### src/rtl/spi_regs_pkg.sv
package spi_regs_pkg;
    localparam int ADDR_W = 2;
    localparam logic [ADDR_W-1:0] A_CTRL = 2'd0;
    localparam logic [ADDR_W-1:0] A_STAT = 2'd1;
    localparam logic [ADDR_W-1:0] A_DATA = 2'd2;
    localparam int PC_W = 7;

    // half of the serial clock period, in system clocks
    function automatic logic [PC_W-1:0] half_period(input logic [1:0] sel);
        case (sel)
            2'b00:   return PC_W'(2);
            2'b01:   return PC_W'(8);
            2'b10:   return PC_W'(32);
            default: return PC_W'(64);
        endcase
    endfunction
endpackage

### src/rtl/spi_shift_engine.sv
module spi_shift_engine
    import spi_regs_pkg::*;
#(
    parameter int DW = 8
) (
    input  logic          clk,
    input  logic          rst_n,
    input  logic          start,
    input  logic [DW-1:0] tx_byte,
    input  logic [1:0]    rate_sel,
    input  logic          miso,
    output logic          busy,
    output logic          sck,
    output logic          mosi,
    output logic          done,
    output logic [DW-1:0] rx_byte
);
    localparam int BW = $clog2(DW + 1);

    typedef struct packed {
        logic            busy;
        logic            sck;
        logic [PC_W-1:0] half;
        logic [PC_W-1:0] pc;
        logic [BW-1:0]   bits;
        logic [DW-1:0]   sh;
        logic            rbit;
    } eng_t;

    eng_t st_d, st_q;
    logic done_d;

    always_comb begin
        st_d   = st_q;
        done_d = 1'b0;
        if (st_q.busy) begin
            if (st_q.pc == st_q.half - PC_W'(1)) begin
                st_d.pc  = '0;
                st_d.sck = ~st_q.sck;
                if (!st_q.sck) begin
                    st_d.rbit = miso;                 // rising edge: sample
                end else begin
                    st_d.sh   = {st_q.sh[DW-2:0], st_q.rbit}; // falling edge: shift
                    st_d.bits = st_q.bits - BW'(1);
                    if (st_q.bits == BW'(1)) begin
                        st_d.busy = 1'b0;
                        done_d    = 1'b1;
                    end
                end
            end else begin
                st_d.pc = st_q.pc + PC_W'(1);
            end
        end else if (start) begin
            st_d.busy = 1'b1;
            st_d.sck  = 1'b0;
            st_d.pc   = '0;
            st_d.bits = BW'(DW);
            st_d.sh   = tx_byte;
            st_d.half = half_period(rate_sel);
        end
    end

    always_ff @(posedge clk or negedge rst_n) begin
        if (!rst_n) st_q <= '0;
        else        st_q <= st_d;
    end

    assign busy    = st_q.busy;
    assign sck     = st_q.sck;
    assign mosi    = st_q.busy & st_q.sh[DW-1];
    assign done    = done_d;
    assign rx_byte = {st_q.sh[DW-2:0], st_q.rbit};
endmodule

### src/rtl/spi_flag_unit.sv
module spi_flag_unit (
    input  logic clk,
    input  logic rst_n,
    input  logic done,
    input  logic collide,
    input  logic stat_rd,
    input  logic data_acc,
    input  logic irq_ack,
    output logic spif,
    output logic wcol
);
    typedef struct packed {
        logic spif;
        logic wcol;
        logic mk_spif;
        logic mk_wcol;
    } flag_t;

    flag_t st_d, st_q;

    always_comb begin
        st_d = st_q;
        if (stat_rd) begin
            st_d.mk_spif = st_q.mk_spif | st_q.spif;
            st_d.mk_wcol = st_q.mk_wcol | st_q.wcol;
        end
        if (data_acc) begin
            if (st_q.mk_spif) st_d.spif = 1'b0;
            if (st_q.mk_wcol) st_d.wcol = 1'b0;
            st_d.mk_spif = 1'b0;
            st_d.mk_wcol = 1'b0;
        end
        if (irq_ack) st_d.spif = 1'b0;
        // new events win over a clear in the same cycle
        if (done)    st_d.spif = 1'b1;
        if (collide) st_d.wcol = 1'b1;
    end

    always_ff @(posedge clk or negedge rst_n) begin
        if (!rst_n) st_q <= '0;
        else        st_q <= st_d;
    end

    assign spif = st_q.spif;
    assign wcol = st_q.wcol;
endmodule

### src/rtl/spi_master_regs.sv
module spi_master_regs
    import spi_regs_pkg::*;
#(
    parameter int DW = 8
) (
    input  logic              clk,
    input  logic              rst_n,
    input  logic              bus_sel,
    input  logic              bus_wr,
    input  logic              bus_rd,
    input  logic [ADDR_W-1:0] bus_addr,
    input  logic [DW-1:0]     bus_wdata,
    output logic [DW-1:0]     bus_rdata,
    output logic              sck,
    output logic              mosi,
    input  logic              miso,
    output logic              irq,
    input  logic              irq_ack
);
    typedef struct packed {
        logic          ie;
        logic          en;
        logic [1:0]    rate;
        logic [DW-1:0] data;
    } reg_t;

    reg_t st_d, st_q;

    logic wr_ctrl, rd_stat, wr_data, rd_data;
    logic start, collide, busy, done, spif, wcol;
    logic [DW-1:0] rx_byte;

    assign wr_ctrl = bus_sel & bus_wr & (bus_addr == A_CTRL);
    assign rd_stat = bus_sel & bus_rd & (bus_addr == A_STAT);
    assign wr_data = bus_sel & bus_wr & (bus_addr == A_DATA);
    assign rd_data = bus_sel & bus_rd & (bus_addr == A_DATA);
    assign start   = wr_data & st_q.en & ~busy;
    assign collide = wr_data & st_q.en & busy;

    spi_shift_engine #(.DW(DW)) u_eng (
        .clk(clk), .rst_n(rst_n), .start(start), .tx_byte(bus_wdata),
        .rate_sel(st_q.rate), .miso(miso), .busy(busy), .sck(sck),
        .mosi(mosi), .done(done), .rx_byte(rx_byte)
    );

    spi_flag_unit u_flags (
        .clk(clk), .rst_n(rst_n), .done(done), .collide(collide),
        .stat_rd(rd_stat), .data_acc(wr_data | rd_data), .irq_ack(irq_ack),
        .spif(spif), .wcol(wcol)
    );

    always_comb begin
        st_d = st_q;
        if (wr_ctrl) begin
            st_d.ie   = bus_wdata[7];
            st_d.en   = bus_wdata[6];
            st_d.rate = bus_wdata[1:0];
        end
        if (start) st_d.data = bus_wdata;
        if (done)  st_d.data = rx_byte;
    end

    always_ff @(posedge clk or negedge rst_n) begin
        if (!rst_n) st_q <= '0;
        else        st_q <= st_d;
    end

    always_comb begin
        bus_rdata = '0;
        case (bus_addr)
            A_CTRL: begin
                bus_rdata[7]   = st_q.ie;
                bus_rdata[6]   = st_q.en;
                bus_rdata[1:0] = st_q.rate;
            end
            A_STAT: begin
                bus_rdata[7] = spif;
                bus_rdata[6] = wcol;
            end
            A_DATA:  bus_rdata = st_q.data;
            default: bus_rdata = '0;
        endcase
    end

    assign irq = st_q.ie & st_q.en & spif;
endmodule

### config.mk
export PLATFORM = sky130hd
export DESIGN_NAME = spi_master_regs
export DESIGN_NICKNAME = d
export VERILOG_FILES = /design/src/rtl/spi_regs_pkg.sv /design/src/rtl/spi_shift_engine.sv /design/src/rtl/spi_flag_unit.sv /design/src/rtl/spi_master_regs.sv
export SDC_FILE = /design/constraint.sdc
export NUM_CORES = 1
export LEC_CHECK = 0
export BUFFER_PORTS_ARGS = -buffer_cell sky130_fd_sc_hd__buf_2
export CAP_MARGIN = 20
export CORE_UTILIZATION = 40
export CTS_CLUSTER_SIZE = 10
export DETAILED_ROUTE_END_ITERATION = 16
export HOLD_SLACK_MARGIN = 0.06
export SETUP_SLACK_MARGIN = 0.2
export SLEW_MARGIN = 0
export SYNTH_ARGS = -nofsm -noshare
export SYNTH_HDL_FRONTEND = slang
export SYNTH_SLANG_ARGS = --single-unit
### constraint.sdc
create_clock -name clk -period 2 [get_ports clk]
set_input_delay 0.1 -clock clk [delete_from_list [all_inputs] [get_ports clk]]
set_output_delay 0.1 -clock clk [all_outputs]
set_load 0.1 [all_outputs]
### Yosys cells after proc, flatten, opt, wreduce, memory -nomap -nowiden

Index checks and enable logic that the tools add are counted.

| storage, ports and cells | value |
|---|---|
| output and inout port bits | 11 |
| logic and storage cells | 85 |
| register bits | 45 |

| cells by class | value |
|---|---|
| reduce and logical (&&, ||, !) cells | 15 |
| mux-type cells | 27 |
| bitwise operators | 17 |
| equality and inequality tests | 8 |
| add/subtract/negate cells | 3 |

Operators by type and width:

| kind | count |
|---|---|
| 2-to-1 mux 28 bit | 1 |
| one-hot mux 7 bit (3 select lines) | 1 |
| 2-to-1 mux 19 bit | 1 |
| 2-to-1 mux 8 bit | 2 |
| 2-to-1 mux 13 bit | 1 |
| AND 1 bit | 12 |
| 2-to-1 mux 1 bit | 12 |
| 2-to-1 mux 12 bit | 1 |
| nonzero test 2 bit | 5 |
| 2-to-1 mux 4 bit | 2 |
| AND reduction 2 bit | 4 |
| adder 7 x 1 -> 7 bit (second input constant) | 1 |
| equality test 7 bit | 1 |
| 2-to-1 mux 7 bit | 1 |
| subtractor 7 x 1 -> 7 bit (second input constant) | 1 |
| 2-to-1 mux 2 bit | 3 |
| one-hot mux 2 bit (3 select lines) | 1 |
| AND reduction 3 bit | 2 |
| nonzero test 3 bit | 2 |
| equality test 2 x 1 -> 1 bit (second input constant) | 2 |
| equality test 2 bit (second input constant) | 2 |
| equality test 4 x 1 -> 1 bit (second input constant) | 1 |
| zero test 2 bit | 2 |
| != test 2 bit (second input constant) | 2 |
| other kinds (4) | 7 |

### Longest topological paths before layout

Gate-level depths: netlist of run 1.

| depth | value |
|---|---|
| depth in word-level cells | 7 |
| depth in mapped cells | 8 |

### Hierarchy

From an unflattened synthesis of run 1, not the netlist that was laid out.

| unflattened totals | value |
|---|---|
| cells, all modules | 231 |
| area total of the unflattened synthesis | 2309.7 um2 |

By module, submodules not included:

| module | times used | cells an instance | area an instance (um2) |
|---|---|---|---|
| spi_shift_engine | 1 | 145 | 1451.4 |
| spi_master_regs | 1 | 73 | 713.2 |
| spi_flag_unit | 1 | 13 | 145.1 |

### Worst setup path after synthesis of run 1

No wires, ideal clock.

| timing | value |
|---|---|
| kind | register to output |
| from | reg u_flags.st_q, in the netlist u_flags.spif |
| to | out bus_rdata[7] |
| setup slack | -0.629 ns |
| path buffers | 0 |
| data arrival time | 2.529 ns |
| cell stages (with the launch flop) | 3 |
| data required time | 1.900 ns |
| cell sequence | dfrtp_1 -> mux2i_1 -> o21ai_0 |

| between the ends | value |
|---|---|
| cells in the longest elaborated chain, start to end | 1 |

RTL lines:

| element | line | source |
|---|---|---|
| start: declaration | spi_flag_unit.sv:19 | `flag_t st_d, st_q;` |
| start signal: assignment | spi_flag_unit.sv:41 | `else st_q <= st_d;` |
| one-hot mux 2 bit (3 select lines) | spi_master_regs.sv:70 | `case (bus_addr)` |
| end: declaration | spi_master_regs.sv:13 | `output logic [DW-1:0] bus_rdata,` |

Every way passes these cells.

### Final worst setup path of run 1

| timing | value |
|---|---|
| from | reg u_eng.st_q[23] (netlist name) |
| to | reg u_eng.st_q, in the netlist u_eng.rx_byte[0] |

| between the ends | value |
|---|---|
| cells in the longest elaborated chain, start to end | 3 |

RTL lines:

| element | line | source |
|---|---|---|
| start: declaration | spi_shift_engine.sv:30 | `eng_t st_d, st_q;` |
| start signal: assignment | spi_shift_engine.sv:65 | `else st_q <= st_d;` |
| subtractor 7 x 1 -> 7 bit | spi_shift_engine.sv:37 | `if (st_q.pc == st_q.half - PC_W'(1)) begin` |
| equality test 7 bit | spi_shift_engine.sv:37 |  |
| AND reduction 3 bit (no line) | -- |  |

Every way passes these cells.
A chain may end at the register's enable or synchronous reset.

==> results of run 1 <==
-- worst max-delay path: cells and delay by family, from the launching register on --
family	cells	cell delay, ns
DFF	1	0.37
AOI/OAI and AO/OA	1	0.34
muxes	1	0.31
adders and majority gates	1	0.27
and+or+nand+nor	2	0.27
xor gates and xnor gates	1	0.14
buffers and inverters	1	0.06
-- power by group --
group          leakage, nW  switching (mW)  internal, mW
logic                0.753           0.852         0.571
registers            0.486           0.249          1.11
clock network       0.0441           0.305         0.245
total                 1.28            1.41          1.92
-- kinds of logic (layout without fill, tap and decap cells) --
kind of cell,count (synthesis),after routing
flops,42,42
compound gates,63,63
simple gates,73,73
mux,18,18
xor+xnor,6,6
fa+ha+maj,4,4
buf+inv,17,59
-- final cells by class --
class / count / area, um2 / share of cell area (%)
sequential: 42 / 1050 / 37.5
multi-input combinational: 164 / 1260 / 44.8
tap: 72 / 90.1 / 3.20
inverter: 7 / 26.3 / 0.933
clock inverter: 3 / 21.3 / 0.756
clock buffer: 5 / 68.8 / 2.44
timing repair buffer: 44 / 294 / 10.4
-- Yosys cell counts (5+ instances only) --
library cell,count,area share (%)
a2bb2oi_1,7,2.7
nand2b_1,5,1.4
inv_1,7,1.2
xor2_1,5,1.9
mux2i_1,12,5.3
and2_1,5,1.4
nor2_1,15,2.5
nand2_1,15,2.5
mux2_2,5,2.5
o21ai_0,30,6.6
dfrtp_1,42,46
nand3_1,9,2.0
a21oi_1,11,2.4
buf_2,6,1.3
-- sequential cells by signal, indices dropped and copies added, names as in the netlist --
signal         cells
u_eng.st_q        16
st_q              12
u_eng.rx_byte      8
u_flags.st_q       2
u_eng.busy         1
u_eng.sck          1
u_flags.spif       1
u_flags.wcol       1
-- layout by cell type (no fill, tap or decap), drive strengths merged, types with 2 or more instances in the layout --
cell type / count
nand3: 9
buf: 41
clkbuf: 5
and3: 5
nand2: 16
nand2b: 6
mux2i: 13
dfrtp: 42
dlygate4sd3: 3
a2bb2oi: 7
o21ai: 30
a21oi: 12
o2bb2ai: 2
inv: 7
a22o: 3
and2: 5
nor2: 15
mux2: 5
ha: 4
a31o: 2
nand4: 3
nor3: 4
nor2b: 2
clkinv: 2
xor2: 5
-- layer usage --
metal	part of all wire, %	up-vias
met5	0	-
met2	52	28
met4	0.30	0
met3	2.5	2
met1	45	874
li1	-	891
-- repair_timing --
action,in CTS,in global routing
pin swaps,3,3
endpoints found under the hold margin,16,0
setup endpoints to repair,11,25
gates resized for setup,14,12
buffers inserted,3,1
hold buffers,3,0
-- worst max path at each step --
stage,start,cells after the start,to
final,u_eng.st_q[23],7,u_eng.rx_byte[0]
after global routing,u_eng.st_q[23],8,u_eng.st_q[8]
after CTS,u_eng.st_q[23],7,u_eng.st_q[15]
after detailed placement,u_eng.st_q[23],8,u_eng.rx_byte[7]
after global placement,u_eng.st_q[18],6,u_eng.rx_byte[1]
after floorplan,u_flags.spif,2,bus_rdata[7]
==> flow_summary.json, run 1 <==
{
  "dp.cells": 322,
  "fin_tns_setup_ns": 0,
  "antenna_cells": 0,
  "worstPathCellList": "inv_2 -> ha_4 -> xor2_1 -> o2111a_2 -> nand3_4 -> nor3_4 -> mux2_4",
  "via_count": 1795,
  "wl_per_cell_um": 15.0,
  "post-route-util_pct": 51.1,
  "yosys-mux-area-fraction_pct": 8.34,
  "worstPathRequired_ns": 2.18,
  "holdPathEnd": "st_q[9]",
  "skew_ns": 0.00959,
  "cts_tree": "built",
  "htree_num_levels": 2,
  "gp_congestion": 0.726,
  "grt_pass1_wl_um": 8470,
  "end_kind": "register",
  "rsz0062_at_grt": "yes",
  "drv_cap": 0,
  "drt-total-wl_um": 5050,
  "drtIter0Drc": 87,
  "cts_buffer_depth": 2,
  "yosysSeqAreaShare_pct": 46.1,
  "dpl.hpwl_um": 3460,
  "r2r_end": "u_eng.rx_byte[0]",
  "hold_path_depth": 2,
  "path_clk_slew_ns": 0.09,
  "root_buffer": "clkbuf_8",
  "max_clock_freq_mhz": 538,
  "cts_sinks": 42,
  "ys_async_sr_fraction_pct": 100,
  "fillers": 508,
  "synthAdderAreaFrac_pct": 2.20,
  "worst_r2r_startpoint": "u_eng.st_q[23]",
  "p_total_mw": 3.33,
  "ff2ff_setup_slack_ns": 0.14,
  "area_growth_syn_to_layout_pct": 23.5,
  "synth.cell_area_um2": 2280,
  "synthSimpleGateAreaFrac_pct": 18.0,
  "initial_utilization_pct": 41.4,
  "worstSetupPathType": "reg2reg",
  "syn_inst": 223,
  "crit_arrival_ns": 2.04,
  "final_cell_area_um2": 2820,
  "cellLeakagePower_nw": 1.28,
  "status": "finished clean",
  "layoutNonFillerInstCount": 337,
  "min_period_ns": 1.86,
  "row_count": 27,
  "cp_slowest_cell": "dfrtp_1",
  "drive_gt1_share_pct": 33.2,
  "ys.warnings.count": 0,
  "post-route-period-util_pct": 93.0,
  "layout.nets": 285,
  "worstHoldStart": "bus_wdata[1]",
  "vias_per_cell": 5.33,
  "cts-buffers-inserted": 5,
  "start_kind": "register",
  "ys_types": 49,
  "r2r_cells": 7,
  "drc_errors": 0,
  "grt_pass1_vias": 1821,
  "worst_slew_pin_slew_ns": 0.599,
  "synth_top_family_by_area": "compound AO/OA/AOI/OAI gates",
  "core_area_um2": 5510,
  "synth_ff_type": "dfrtp_1",
  "holdCritPathClass": "in2reg",
  "worst_ir_drop_vdd_v": 0.000576,
  "grt_overflow": 0,
  "setup_viol": 0,
  "busiest_layer": "met2",
  "postPlaceCellArea_um2": 2530,
  "synth_nets": 244,
  "slew_headroom_pct": 59.8,
  "grt_usage_pct": 18.2,
  "port_buffers": 27,
  "synth_compound_area_share_pct": 18.9,
  "die_area_um2": 6010,
  "use_met1_pct": 22.9,
  "syn-mean-instance-area_um2": 10.2,
  "hold_viol_final": 0,
  "die_h_um": 77.5,
  "p_per_area_nw_per_um2": 1180,
  "fin_hold_ws_ns": 0.0717,
  "max_stage_delay_ns": 0.37,
  "post-place-ws_ns": 0.0949,
  "met3_usage_pct": 3.53,
  "worst_skew_pair.late_latency_ns": 0.30,
  "ant_nets": 0,
  "antenna_found_initial": 0,
  "num_io_pins": 28,
  "synth_xor_area_share_pct": 2.63,
  "grt_max_degree": 29,
  "drtPass1Iterations": 4,
  "synth_edf_count": 0,
  "report.final.slew_viol_count": 0,
  "gr-usage-met2_pct": 31.4,
  "dieWidth_um": 77.5,
  "synth_seq_cells": 42,
  "cp_max_fo": 6,
  "setup_slack_ns": 0.140
}
Note: power is estimated with default switching activity, not from simulation.
==> run 2: changes to the inputs <==
- CORE_ASPECT_RATIO: unset -> 0.9
==> flow_summary.json, run 2 (same netlist as run 1, synthesis figures left out) <==
{
  "status": "finished clean",
  "p_per_area_nw_per_um2": 1190,
  "drtIter0Drc": 118,
  "antenna_found_initial": 0,
  "worstHoldStart": "irq_ack",
  "grt_overflow": 0,
  "dieWidth_um": 81.6,
  "drive_gt1_share_pct": 33.1,
  "layout_common_cells": "dfrtp_1 (41), buf_2 (27), o21ai_0 (20), nand2_1 (15), buf_4 (14)",
  "dpl.hpwl_um": 3490,
  "cts_sinks": 42,
  "cts_tree": "built",
  "vias_per_cell": 5.45,
  "area_growth_syn_to_layout_pct": 22.2,
  "holdCritPathClass": "in2reg",
  "drtPass1Iterations": 4,
  "dp.cells": 317,
  "worstSetupPathType": "reg2reg",
  "row_count": 25,
  "worstPathRequired_ns": 2.17,
  "wl_per_cell_um": 15.4,
  "antenna_cells": 0,
  "worst_slew_pin_slew_ns": 0.587,
  "crit_family": "compound AO/OA/AOI/OAI gates",
  "max_stage_delay_ns": 0.36,
  "max_clock_freq_mhz": 542,
  "worst_r2r_startpoint": "u_eng.st_q[21]",
  "skew_ns": 0.00576,
  "via_count": 1814,
  "path_buf_inv": 2,
  "grt_usage_pct": 18.7,
  "end_kind": "register",
  "largest_register": "u_eng.st_q",
  "layout_commonest_cell": "dfrtp_1",
  "crit_arrival_ns": 2.02,
  "root_buffer": "clkbuf_8",
  "die_area_um2": 6010,
  "report.final.slew_viol_count": 0,
  "port_buffers": 27,
  "layoutNonFillerInstCount": 333,
  "largest_reg_flops": 16,
  "initial_utilization_pct": 42.4,
  "rsz0062_at_grt": "yes",
  "cp_max_fo": 4,
  "ant_nets": 0,
  "holdPathEnd": "u_flags.spif",
  "gp_congestion": 0.765,
  "drt-total-wl_um": 5110,
  "die_h_um": 73.6,
  "layout.nets": 286,
  "worst_ir_drop_vdd_v": 0.000703,
  "path_clk_slew_ns": 0.08,
  "cts-buffers-inserted": 5,
  "setup_viol": 0,
  "grt_pass1_wl_um": 8310,
  "min_period_ns": 1.84,
  "grt_pass1_vias": 1702,
  "grt_max_degree": 20,
  "post-route-period-util_pct": 92.2,
  "worst_skew_pair.late_latency_ns": 0.29,
  "cp_slowest_cell": "dfrtp_1",
  "drv_cap": 0,
  "start_kind": "register",
  "fin_tns_setup_ns": 0,
  "ff2ff_setup_slack_ns": 0.16,
  "core_area_um2": 5380,
  "hold_viol_final": 0,
  "r2r_end": "u_eng.st_q[11]",
  "fillers": 521,
  "post-route-util_pct": 51.8,
  "drc_errors": 0,
  "cts_buffer_depth": 2,
  "postPlaceCellArea_um2": 2530,
  "r2r_cells": 7,
  "htree_num_levels": 2,
  "slew_headroom_pct": 60.6,
  "hold_path_depth": 3,
  "worstPathCellList": "inv_1 -> ha_1 -> xor2_1 -> o2111a_2 -> buf_4 -> nand4_1 -> a311o_1",
  "num_io_pins": 28,
  "cellLeakagePower_nw": 1.29,
  "final_cell_area_um2": 2790
}
==> run 2: tightest hold or removal path, delay by kind of cell <==
kind          cells  cell delay, ns
buf+inv           1            0.07
simple gates      2            0.15
==> run 2: layer usage <==
layer | part of all wire (%) | vias to the layer above | global-route usage, %
met3 | 4.5 | 5 | 5.47
met5 | 0 | - | 0
met2 | 42 | 32 | 25.6
met4 | 0.90 | 0 | 4.68
met1 | 52 | 884 | 28.3
li1 | - | 893 | -
==> run 2: area by class of cell <==
cell class | instances | area [um2] | area share, %
clock buffer | 7 | 86.3 | 3.10
clock inverter | 1 | 5.00 | 0.180
inverter | 7 | 26.3 | 0.943
multi-input combinational | 164 | 1240 | 44.5
sequential | 42 | 1050 | 37.9
tap | 67 | 83.8 | 3.01
timing repair buffer | 45 | 292 | 10.5
==> run 2: stage by stage <==
step | setup slack (ns) | total power [mW] | hold slack, ns
floorplan | 0.126 | 2.28 | -0.196
global placement | 0.109 | 2.56 | -0.00666
finish | 0.155 | 3.31 | 0.0695
CTS | 0.153 | 3.23 | 0.0625
global route | 0.0740 | 3.52 | 0.0646
detailed placement | 0.0838 | 2.56 | -0.00602
==> run 2: power by group <==
group	switching, mW	internal, mW	total [mW]	leakage [nW]
combinational	0.824	0.563	1.39	0.758
sequential	0.237	1.11	1.34	0.486
clock	0.299	0.279	0.578	0.0482
==> run 2: what timing repair did <==
item / 4_1_cts / 5_1_grt
gates resized for setup: 5 / 19
gates cloned: 0 / 0
buffers inserted: 5 / 1
pin swaps: 3 / 2
setup endpoints to repair: 9 / 24
hold endpoints to repair: 43 / 0
hold buffers: 2 / 0
==> run 2: worst max-delay path by stage <==
stage	from	to	slack, ns	cells past startpoint
after floorplan	u_flags.spif	bus_rdata[7]	0.13	2
after global placement	u_eng.st_q[23]	u_eng.rx_byte[7]	0.11	8
after detailed placement	u_eng.st_q[23]	u_eng.rx_byte[7]	0.08	8
after CTS	u_eng.st_q[21]	st_q[1]	0.15	9
after global routing	u_eng.st_q[23]	st_q[6]	0.07	9
final	u_eng.st_q[21]	u_eng.st_q[11]	0.16	7
